### src/rtl/wdog_pkg.sv
package wdog_pkg;

   // bit positions inside the status word
   localparam int unsigned ST_CAUSE = 3;
   localparam int unsigned ST_RERR  = 2;
   localparam int unsigned ST_OFF   = 1;
   localparam int unsigned ST_WIN   = 0;
   localparam int unsigned ST_W     = 4;

   typedef struct packed {
      logic cause;
      logic rerr;
      logic off;
      logic win;
   } wdog_stat_t;

   function automatic int unsigned max_u(input int unsigned a, input int unsigned b);
      return (a > b) ? a : b;
   endfunction

endpackage

### src/rtl/wdog_period_cnt.sv
module wdog_period_cnt #(
   parameter int unsigned PER_TICKS = 16,
   parameter int unsigned FB_TICKS  = 10,
   parameter int unsigned CNT_W     = 5
) (
   input  logic             clk,
   input  logic             rst_n,
   input  logic             tick_i,
   input  logic             run_i,      // 0 = held at zero (watchdog off)
   input  logic             use_fb_i,   // fallback period selected
   input  logic             restart_i,  // a clear was taken this cycle
   output logic             expire_o,   // last tick of the period
   output logic             half_o,     // second half of the period reached
   output logic [CNT_W-1:0] cnt_o
);

   localparam logic [CNT_W-1:0] NORM_LAST = CNT_W'(PER_TICKS - 1);
   localparam logic [CNT_W-1:0] NORM_HALF = CNT_W'(PER_TICKS / 2);
   localparam logic [CNT_W-1:0] FB_LAST   = CNT_W'(FB_TICKS - 1);
   localparam logic [CNT_W-1:0] FB_HALF   = CNT_W'(FB_TICKS / 2);

   logic [CNT_W-1:0] cnt_q;
   logic [CNT_W-1:0] last_v;
   logic [CNT_W-1:0] half_v;
   logic             at_end;

   // period limits: one constant pair, or a selectable pair
   generate
      if (FB_TICKS == PER_TICKS) begin : g_one_period
         assign last_v = NORM_LAST;
         assign half_v = NORM_HALF;
      end else begin : g_two_period
         assign last_v = use_fb_i ? FB_LAST : NORM_LAST;
         assign half_v = use_fb_i ? FB_HALF : NORM_HALF;
      end
   endgenerate

   // >= covers a switch to the shorter period in mid count
   assign at_end   = (cnt_q >= last_v);
   assign expire_o = run_i && tick_i && at_end && !restart_i;
   assign half_o   = (cnt_q >= half_v);
   assign cnt_o    = cnt_q;

   always_ff @(posedge clk or negedge rst_n) begin
      if (!rst_n) begin
         cnt_q <= '0;
      end else if (!run_i || restart_i) begin
         cnt_q <= '0;
      end else if (tick_i) begin
         if (at_end) cnt_q <= '0;
         else        cnt_q <= cnt_q + 1'b1;
      end
   end

   AST_CNT_RANGE: assert property (@(posedge clk) disable iff (!rst_n)
      cnt_q <= NORM_LAST || cnt_q <= FB_LAST) else $error("count out of range");

   AST_OFF_HELD: assert property (@(posedge clk) disable iff (!rst_n)
      !run_i |=> cnt_q == '0) else $error("count moved while off");

endmodule

### src/rtl/wdog_rst_gen.sv
module wdog_rst_gen (
   input  logic clk,
   input  logic rst_n,
   input  logic tick_i,
   input  logic trip_i,    // timeout or early clear
   input  logic ack_i,     // status read or timing write
   output logic rst_req_o,
   output logic cause_o
);

   logic req_q;
   logic cause_q;

   always_ff @(posedge clk or negedge rst_n) begin
      if (!rst_n) begin
         req_q <= 1'b0;
      end else if (trip_i) begin
         req_q <= 1'b1;
      end else if (tick_i) begin
         req_q <= 1'b0;
      end
   end

   always_ff @(posedge clk or negedge rst_n) begin
      if (!rst_n) begin
         cause_q <= 1'b0;
      end else if (trip_i) begin
         cause_q <= 1'b1;
      end else if (ack_i) begin
         cause_q <= 1'b0;
      end
   end

   assign rst_req_o = req_q;
   assign cause_o   = cause_q;

   AST_REQ_HOLD: assert property (@(posedge clk) disable iff (!rst_n)
      req_q && !tick_i |=> req_q) else $error("request dropped without tick");

   AST_ACK_CLEARS: assert property (@(posedge clk) disable iff (!rst_n)
      ack_i && !trip_i |=> !cause_q) else $error("cause not cleared");

   AST_TRIP_SETS: assert property (@(posedge clk) disable iff (!rst_n)
      trip_i |=> req_q && cause_q) else $error("trip lost");

endmodule

### src/rtl/wdog_window_ctrl.sv
module wdog_window_ctrl #(
   parameter int unsigned PER_TICKS = 16,
   parameter int unsigned FB_TICKS  = 10
) (
   input  logic       clk,
   input  logic       rst_n,
   input  logic       tick_i,
   input  logic       clr_i,
   input  logic       stat_rd_i,
   input  logic       tmr_wr_i,
   input  logic       rmiss_i,
   input  logic       gnd_i,
   output logic       rst_req_o,
   output logic [3:0] stat_o
);

   import wdog_pkg::*;

   localparam int unsigned MAX_T = max_u(PER_TICKS, FB_TICKS);
   localparam int unsigned CNT_W = (MAX_T > 2) ? $clog2(MAX_T) : 1;

   generate
      if (PER_TICKS < 2) begin : g_chk_per
         $error("PER_TICKS must be at least 2");
      end
      if (FB_TICKS < 2) begin : g_chk_fb
         $error("FB_TICKS must be at least 2");
      end
   endgenerate

   logic             run;
   logic             half;
   logic             win_open;
   logic             clr_ok;
   logic             clr_bad;
   logic             expire;
   logic             trip;
   logic             cause;
   logic [CNT_W-1:0] cnt;
   wdog_stat_t       st;

   assign run      = !gnd_i;
   // missing resistor: no window, clear accepted any time
   assign win_open = run && (rmiss_i || half);
   assign clr_ok   = run && clr_i && win_open;
   assign clr_bad  = run && clr_i && !win_open;

   wdog_period_cnt #(
      .PER_TICKS(PER_TICKS),
      .FB_TICKS (FB_TICKS),
      .CNT_W    (CNT_W)
   ) u_cnt (
      .clk      (clk),
      .rst_n    (rst_n),
      .tick_i   (tick_i),
      .run_i    (run),
      .use_fb_i (rmiss_i),
      .restart_i(clr_ok || clr_bad),
      .expire_o (expire),
      .half_o   (half),
      .cnt_o    (cnt)
   );

   assign trip = expire || clr_bad;

   wdog_rst_gen u_rst (
      .clk      (clk),
      .rst_n    (rst_n),
      .tick_i   (tick_i),
      .trip_i   (trip),
      .ack_i    (stat_rd_i || tmr_wr_i),
      .rst_req_o(rst_req_o),
      .cause_o  (cause)
   );

   assign st.cause = cause;
   assign st.rerr  = rmiss_i;
   assign st.off   = gnd_i;
   assign st.win   = win_open;
   assign stat_o   = st;

   AST_CAUSE_WITH_REQ: assert property (@(posedge clk) disable iff (!rst_n)
      $rose(rst_req_o) |-> stat_o[ST_CAUSE]) else $error("request without cause");

   AST_RMISS_OPEN: assert property (@(posedge clk) disable iff (!rst_n)
      rmiss_i && !gnd_i |-> stat_o[ST_WIN]) else $error("window shut under fault");

   AST_OFF_NO_REQ: assert property (@(posedge clk) disable iff (!rst_n)
      gnd_i && $past(gnd_i) && !$past(rst_req_o) |-> !rst_req_o) else $error("request while off");

   AST_OK_CLEAR_QUIET: assert property (@(posedge clk) disable iff (!rst_n)
      clr_ok && !rst_req_o |=> !rst_req_o) else $error("legal clear reset");

endmodule

### config.mk
export PLATFORM = sky130hd
export DESIGN_NAME = wdog_window_ctrl
export DESIGN_NICKNAME = d
export VERILOG_FILES = /design/src/rtl/wdog_pkg.sv /design/src/rtl/wdog_period_cnt.sv /design/src/rtl/wdog_rst_gen.sv /design/src/rtl/wdog_window_ctrl.sv
export SDC_FILE = /design/constraint.sdc
export NUM_CORES = 1
export LEC_CHECK = 0
export ABC_AREA = 1
export BUFFER_PORTS_ARGS = -buffer_cell sky130_fd_sc_hd__buf_2
export CORE_AREA = 5 5 42 44
export CTS_BUF_LIST = sky130_fd_sc_hd__clkbuf_8 sky130_fd_sc_hd__clkbuf_16
export CTS_CLUSTER_SIZE = 10
export DETAILED_ROUTE_END_ITERATION = 10
export DIE_AREA = 0 0 47 49
export GPL_ROUTABILITY_DRIVEN = 0
export GPL_TIMING_DRIVEN = 0
export HOLD_SLACK_MARGIN = 0.06
export PLACE_DENSITY = 0.62
export SYNTH_ARGS = -nofsm -noshare
export SYNTH_HDL_FRONTEND = slang
export SYNTH_SLANG_ARGS = --single-unit
### constraint.sdc
create_clock -name clk -period 2 [get_ports clk]
set_input_delay 0.2 -clock clk [delete_from_list [all_inputs] [get_ports clk]]
set_output_delay 0.2 -clock clk [all_outputs]
set_load 0.02 [all_outputs]
## Yosys cells after proc, flatten, opt, wreduce, memory -nomap -nowiden

Index checks and enable logic that the tools add are counted.

| cells by class | value |
|---|---|
| multiply operators | 0 |
| muxes and demuxes | 9 |
| shifts and indexed selects | 0 |
| bitwise operators | 0 |
| divide/modulo/power cells | 0 |
| reduce and logical (&&, ||, !) cells | 18 |
| $add $sub $neg | 1 |
| $lt $le $gt $ge | 2 |
| equality and inequality tests | 0 |

Operators by type and width:

| cell | number |
|---|---|
| 4-bit two-way mux | 4 |
| 4-bit greater-or-equal comparator | 2 |
| 1-bit logical AND | 7 |
| 2-bit nonzero test | 3 |
| 1-bit logical OR | 5 |
| 4-bit by 1-bit adder with 4-bit output, second input constant | 1 |
| 1-bit two-way mux | 4 |
| 1-bit zero test | 3 |
| 3-bit two-way mux | 1 |

| storage, ports and cells | value |
|---|---|
| RAM bits | 0 |
| memories | 0 |
| output and inout port bits | 5 |
| latch bits | 0 |
| word-level logic and storage cells | 33 |
| ROM bits | 0 |
| bits in registers | 6 |
| input bits | 8 |

## Logic depth before layout (Yosys ltp)

Gate-level depths: netlist of run 1.

| depth | value |
|---|---|
| depth in word-level cells | 11 |
| gate-level depth with buffers | 7 |
| depth with buffers taken out | 7 |

## Modules after synthesis

Synthesis of run 1 repeated with hierarchy kept, for this count alone.

| unflattened totals | value |
|---|---|
| cell total of the unflattened synthesis | 74 |
| area total of the unflattened synthesis | 541.8 sq um |

By module, submodules not included:

| module | cells each | times used | area each (sq um) | seq. area each (sq um) |
|---|---|---|---|---|
| wdog_period_cnt | 52 | 1 | 396.6 | 100.1 |
| wdog_rst_gen | 9 | 1 | 76.3 | 50.0 |
| wdog_window_ctrl | 13 | 1 | 68.8 | 0.0 |

## Worst setup path after synthesis of run 1

No wires, ideal clock.

| timing path | value |
|---|---|
| path kind | register -> output |
| start | register u_cnt.cnt_q[2], in the netlist u_cnt.cnt_o[2] |
| end | output stat_o[0] |
| cell stages (with the launch flop) | 7 |
| buffers on the path | 1 |
| arrival time | 1.165 ns |
| required time | 1.800 ns |
| setup slack | 0.635 ns |
| cells stage by stage | dfrtp_1 -> ha_1 -> nand2_1 -> inv_1 -> nand2_1 -> a21oi_1 -> buf_4 |

| on the way | value |
|---|---|
| cells in the longest elaborated chain, start to end | 3 |

Ends and longest elaborated chain:

| element | RTL line | RTL |
|---|---|---|
| start: declaration | wdog_period_cnt.sv:22 | `logic [CNT_W-1:0] cnt_q;` |
| start signal: assignment | wdog_period_cnt.sv:51 | `else cnt_q <= cnt_q + 1'b1;` |
| 4-bit greater-or-equal comparator | wdog_period_cnt.sv:41 | `assign half_o = (cnt_q >= half_v);` |
| 1-bit logical OR | wdog_window_ctrl.sv:44 | `assign win_open = run && (rmiss_i \|\| half);` |
| 1-bit logical AND | wdog_window_ctrl.sv:44 |  |
| end: declaration | wdog_window_ctrl.sv:14 | `output logic [3:0] stat_o` |

No other way between the ends.

## Final worst setup path of run 1

Ends and elaborated chain as after synthesis.

==> out/metrics.yaml, run 1 <==
floorplanning:
  start_util_pct: 36.0
  die_w_um: 47
  pin_count: 13
  core_area_um2: 1400
  num_rows: 14
  die-area_um2: 2300
  die_h_um: 49
setup_path:
  r2r-end: "u_rst.cause_o"
  reg2reg_depth: 6
  critPathKind: "flop to output port"
  crit_path_frequent_cell: "nand2_1"
  critPathTopFamily: "flip-flops"
  end_kind: "output port"
  cp.arrival_ps: 1570
  worst-r2r-setup-slack_ps: 720
  critPathLaunch: "u_cnt.cnt_o[2]"
  cp_cell_sequence: "ha_1, nand2_1, inv_1, nand2_1, a21oi_1, buf_4, buf_2"
  worst-path-buf-inv: 3
  cpPeakStageDelay_ps: 440
  cp_slowest_cell: "dfrtp_1"
  start_kind: "flop"
  cp_max_fo: 6
  cp.required_ps: 1800
  r2r_start: "u_cnt.cnt_o[2]"
timing:
  fin_skew_ps: 0.246
  max_freq_mhz: 565
  fin_crit_ps: 1770
  fin_crit_sh_pct: 88.5
  setup_viol: 0
  grt_setup_unrepaired: "no"
  hold_violations: 0
  maxSlewViolCount: 0
  slew_headroom_pct: 85.9
  worst_slew_pin_slew_ps: 212
  setup_tns_ps: 0
  hold_slack_ps: 263
yosys:
  yosys.area.top_type: "dfrtp_1"
  synth_top_area_share_pct: 29.8
  synth.most_common_cell: "nand2_1"
  synth_seq_area_share_pct: 29.8
  ys_types: 16
  synth_common_cells: "nand2_1, inv_1, dfrtp_1, ha_1, nor2_1"
  ys_ff_latch: 6
  ys_top_cells_by_area: "dfrtp_1, ha_1, nand2_1, buf_4, inv_1"
  syn_area_um2: 504
  synthArstFlopShare_pct: 100
  synthesis.nets: 81
  synthCells: 67
  syn_avg_cell_area_um2: 7.53
  synth_ff_type: "dfrtp_1"
  yosys_warnings: 0
  synth_edf_count: 0
clocking:
  path_clk_slew_ps: 30
  clk_path_buf_depth: 2
  h-tree-depth: 1
  postCtsSetupBuffers: 0
  ctsResizeCount: 0
  cts.sinks: 6
  worstSkewPairLatency_ps: 220
  clk_root_buffer_cell: "clkbuf_8"
  cts_buffers: 3
  cts_tree: "done"
final_layout:
  regArea_um2: 150
  stdcell_count: 99
  drive_above_1_share_pct: 34.9
  multi_input_area_um2: 287
  nNetsFinal: 99
  area_delta_synth_final_pct: 26.1
  diodes: 0
  fillers: 152
flow_run:
  max_cap_violations: 0
global_routing:
  track_usage_pct: 8.65
  grt_pass1_vias: 401
  antenna_found_initial: 0
  grt_overflow_total: 0
  grt_first_pass_wirelength_mm: 1.48
  grt_max_degree: 8
power:
  p_switching_uw: 80.4
  powerDensity_nw_per_um2: 568
  seq_power_share_pct: 35.9
  power_frac_comb_pct: 16.4
  swShare_pct: 22.3
  internal-power_uw: 281
  ir_drop_mv: 0.416
  p_leak_uw: 0.000372
  clock_power_share_pct: 47.7
routing:
  drc: 0
  drt-total-wl_um: 846
  drt_pre_antenna_iters: 2
  first_iter_violations: 2
  routedWlPerCell_um: 8.55
  ant_nets: 0
  via_count: 438
  vias_per_cell: 4.42
outcome:
  status: "completed"
worst_hold_path:
  hp-start: "stat_rd_i"
  whs_path_depth: 4
  whs_endpoint: "u_rst.cause_o"
  hp-class: "input pin to flop"
placement:
  io_buffers: 12
  dp_hpwl_um: 731
  dp_cells: 95
==> power by group through the flow <==
stage               registers [uW]  clock network [uW]  logic (uW)
detailed placement             131                   0        58.9
global placement               131                   0        58.4
global route                   130                 190        68.0
finish                         130                 172        59.4
floorplan                      133                   0        36.5
CTS                            130                 179        60.5
==> timing repair <==
| action | 4_1_cts | 5_1_grt |
|---|---|---|
| endpoints found under the hold margin | 6 | 0 |
| setup endpoints to repair | 0 | 0 |
| hold buffers | 1 | 0 |
==> how the worst max path moves through the flow <==
stage / depth (start not counted) / endpoint
2_1_floorplan: 6 / stat_o[0]
3_3_place_gp: 7 / stat_o[0]
3_5_place_dp: 7 / stat_o[0]
4_1_cts: 7 / stat_o[0]
5_1_grt: 8 / stat_o[0]
6_report: 7 / stat_o[0]
==> per-layer routing <==
metal / global-route usage [%] / wire [um] / vias up
met3: 1.11 / 21 / 0
met1: 10.3 / 406 / 193
met4: 5.53 / 0 / 0
met5: 0 / 0 / -
met2: 13.8 / 419 / 4
li1: - / - / 241
==> final cells by class <==
type | count | share of cell area [%]
Multi-Input combinational cell | 47 | 45.1
Sequential cell | 6 | 23.6
Timing Repair Buffer | 13 | 11.0
Clock buffer | 3 | 6.50
Inverter | 10 | 5.91
Buffer | 4 | 4.72
Tap cell | 16 | 3.15
==> tightest hold or removal path, stage by stage <==
cell and delay (ps):
buf_2 70, nor2_1 30, nand2_1 40, nand3_1 80
==> kinds of logic (layout without fill, tap and decap cells) <==
| kind of cell | after synthesis | count (layout) | share of synthesized area, % |
|---|---|---|---|
| simple gates | 36 | 36 | 35.2 |
| buf+inv | 14 | 30 | 13.4 |
| compound gates | 4 | 4 | 4.96 |
| flops | 6 | 6 | 29.8 |
| fa+ha+maj | 6 | 6 | 14.9 |
| xor+xnor | 1 | 1 | 1.74 |
==> flip-flops by register name (all words and copies together) (netlist names) <==
signal           flops
u_rst.cause_o        1
u_cnt.cnt_o          4
u_rst.rst_req_o      1
==> stage by stage <==
stage	total power, uW	area (um2)	util (%)	worst slack (ps)
floorplan	169	504	-	636
global placement	190	584	41.7	447
detailed placement	190	584	41.7	461
CTS	369	636	45.4	220
global route	388	636	45.4	124
finish	361	636	45.4	230
==> cell usage in the layout (no fill, tap or decap), drive strengths merged <==
cell / n
o21bai: 2
clkbuf: 3
buf: 16
xor2: 1
ha: 6
inv: 10
nand3: 6
nand4: 2
dlygate4sd3: 1
nand2: 20
dfrtp: 6
nor2: 8
a21oi: 1
o21ai: 1
Power figures use the tool's default switching activity.
==> run 2: changes to the inputs <==
- clock period: 2 -> 1.78 ns (I/O delays scaled with it)
==> run 2 against run 1 <==
- sequential share of layout area fell by 0.57 points
- clock-buffer cell count did not move
- combinational power rose by 19%
- flip-flop and latch count did not move
- critical path type unchanged
==> out/metrics.yaml, run 2 (synthesis gave the netlist of run 1 again) <==
timing:
  hold_violations: 0  # unchanged
  fin_crit_ps: 1700
  slew_headroom_pct: 82.8  # was 85.9%
  maxSlewViolCount: 0  # unchanged
  fin_crit_sh_pct: 95.7
  setup_viol: 0  # unchanged
  layout_setup_ws_ps: 76.5  # was 230 ps
  worst_slew_pin_slew_ps: 258  # was 212 ps
  setup_tns_ps: 0  # unchanged
  max_freq_mhz: 587
  grt_setup_unrepaired: "no"  # unchanged
  fin_skew_ps: 0.245  # was 0.246 ps
power:
  finalPower_uw: 409  # was 361 uW
  powerDensity_nw_per_um2: 623  # was 568 nW/um2
  p_leak_uw: 0.000375  # was 0.000372 uW
  ir_drop_mv: 0.467  # was 0.416 mV
floorplanning:
  die-area_um2: 2300  # unchanged
  start_util_pct: 36.0  # unchanged
  core_area_um2: 1400  # unchanged
  die_h_um: 49  # unchanged
  pin_count: 13  # unchanged
  die_w_um: 47  # unchanged
  num_rows: 14  # unchanged
routing:
  routedWlPerCell_um: 8.59  # was 8.55 um
  drc: 0  # unchanged
  via_count: 439  # was 438
  ant_nets: 0  # unchanged
  vias_per_cell: 4.39  # was 4.42
  drt-total-wl_um: 859  # was 846 um
  drt_pre_antenna_iters: 2  # unchanged
  first_iter_violations: 2  # unchanged
clocking:
  path_clk_slew_ps: 30  # about the same
  cts_buffers: 3  # unchanged
  worstSkewPairLatency_ps: 220  # about the same
  clk_root_buffer_cell: "clkbuf_8"  # unchanged
  cts.sinks: 6  # unchanged
  cts_tree: "done"  # unchanged
  h-tree-depth: 1  # unchanged
  clk_path_buf_depth: 2  # unchanged
final_layout:
  largest_register_ffs: 4  # unchanged
  mostFrequentLayoutCells: "nand2_1, buf_2, inv_1, nor2_1"  # was nand2_1, buf_2, inv_1
  area_delta_synth_final_pct: 30.3  # was 26.1%
  fillers: 151  # was 152
  nNetsFinal: 100  # was 99
  final_area_um2: 657  # was 636 um2
  layout_commonest_cell: "nand2_1"  # unchanged
  diodes: 0  # unchanged
  drive_above_1_share_pct: 38.1  # was 34.9%
global_routing:
  grt_overflow_total: 0  # unchanged
  antenna_found_initial: 0  # unchanged
  grt_max_degree: 8  # unchanged
  track_usage_pct: 8.65  # unchanged
  grt_pass1_vias: 401  # unchanged
  grt_first_pass_wirelength_mm: 1.48  # unchanged
worst_hold_path:
  hp-start: "stat_rd_i"  # unchanged
  whs_path_depth: 4  # unchanged
  hp-class: "input pin to flop"  # unchanged
  whs_endpoint: "u_rst.cause_o"  # unchanged
setup_path:
  cp.arrival_ps: 1530  # was 1570 ps
  cp_max_fo: 6  # unchanged
  r2r-end: "u_rst.cause_o"  # unchanged
  reg2reg_depth: 7  # was 6
  r2r_start: "u_cnt.cnt_o[1]"  # was u_cnt.cnt_o[2]
  cp.required_ps: 1600  # was 1800 ps
  worst-r2r-setup-slack_ps: 530  # was 720 ps
  start_kind: "flop"  # unchanged
  critPathKind: "flop to output port"  # unchanged
  end_kind: "output port"  # unchanged
placement:
  dp_hpwl_um: 731  # unchanged
  place_ws_ps: 263  # was 461 ps
  io_buffers: 12  # unchanged
  placed_area_um2: 584  # unchanged
flow_run:
  max_cap_violations: 0  # unchanged
outcome:
  status: "completed"  # unchanged
run 2: cell types whose count changed in the layout (fill, tap and decap cells not counted), sizes merged:
cell	before	now
buf	16	17
run 2: area by class of cell:
type	instances	area, um2	area share [%]
multi-input cells	47	299	45.5
flip-flops and latches	6	151	23.0
plain buffers	4	30.0	4.57
clock buffers	3	41.3	6.29
well taps	16	20.0	3.05
inverters	10	37.5	5.71
repair buffers	14	77.6	11.8
run 2: per-stage QoR:
stage,hold WS (ps),cells,util (%)
after global placement,0.104,95,41.7
final,241,100,46.9
after detailed placement,-0.162,95,41.7
after global routing,269,100,46.9
after floorplan,-118,67,-
after CTS,244,99,45.4
run 2: metal layers:
layer / wire (um) / share of wire (%) / GRT usage [%]
met4: 0 / 0 / 5.53
met2: 420 / 49 / 13.8
met1: 418 / 49 / 10.3
met5: 0 / 0 / 0
met3: 21 / 2.4 / 1.11
run 2: worst max path at each step:
stage	startpoint	endpoint
2_1_floorplan	u_cnt.cnt_o[2]	stat_o[0]
3_3_place_gp	u_cnt.cnt_o[2]	stat_o[0]
3_5_place_dp	u_cnt.cnt_o[2]	stat_o[0]
4_1_cts	u_cnt.cnt_o[2]	stat_o[0]
5_1_grt	u_cnt.cnt_o[2]	stat_o[0]
6_report	u_cnt.cnt_o[2]	stat_o[0]
run 2: power by group:
part / total, uW / internal, uW / switching (uW)
clock network: 193 / 144 / 49.0
logic: 70.9 / 31.5 / 39.4
registers: 145 / 142 / 2.81
run 2: repair_timing:
item	in CTS	in global routing
hold buffers	1	0
setup endpoints to repair	0	1
buffers inserted	0	1
resized for setup	0	2
hold endpoints to repair	6	0
run 2: worst max-delay path, cell delays in order (launching register included):
cell and delay [ps]:
dfrtp_1 460, ha_4 320, nand2_1 50, inv_1 40
nand2_1 60, a21oi_1 120, buf_4 110, buf_2 150
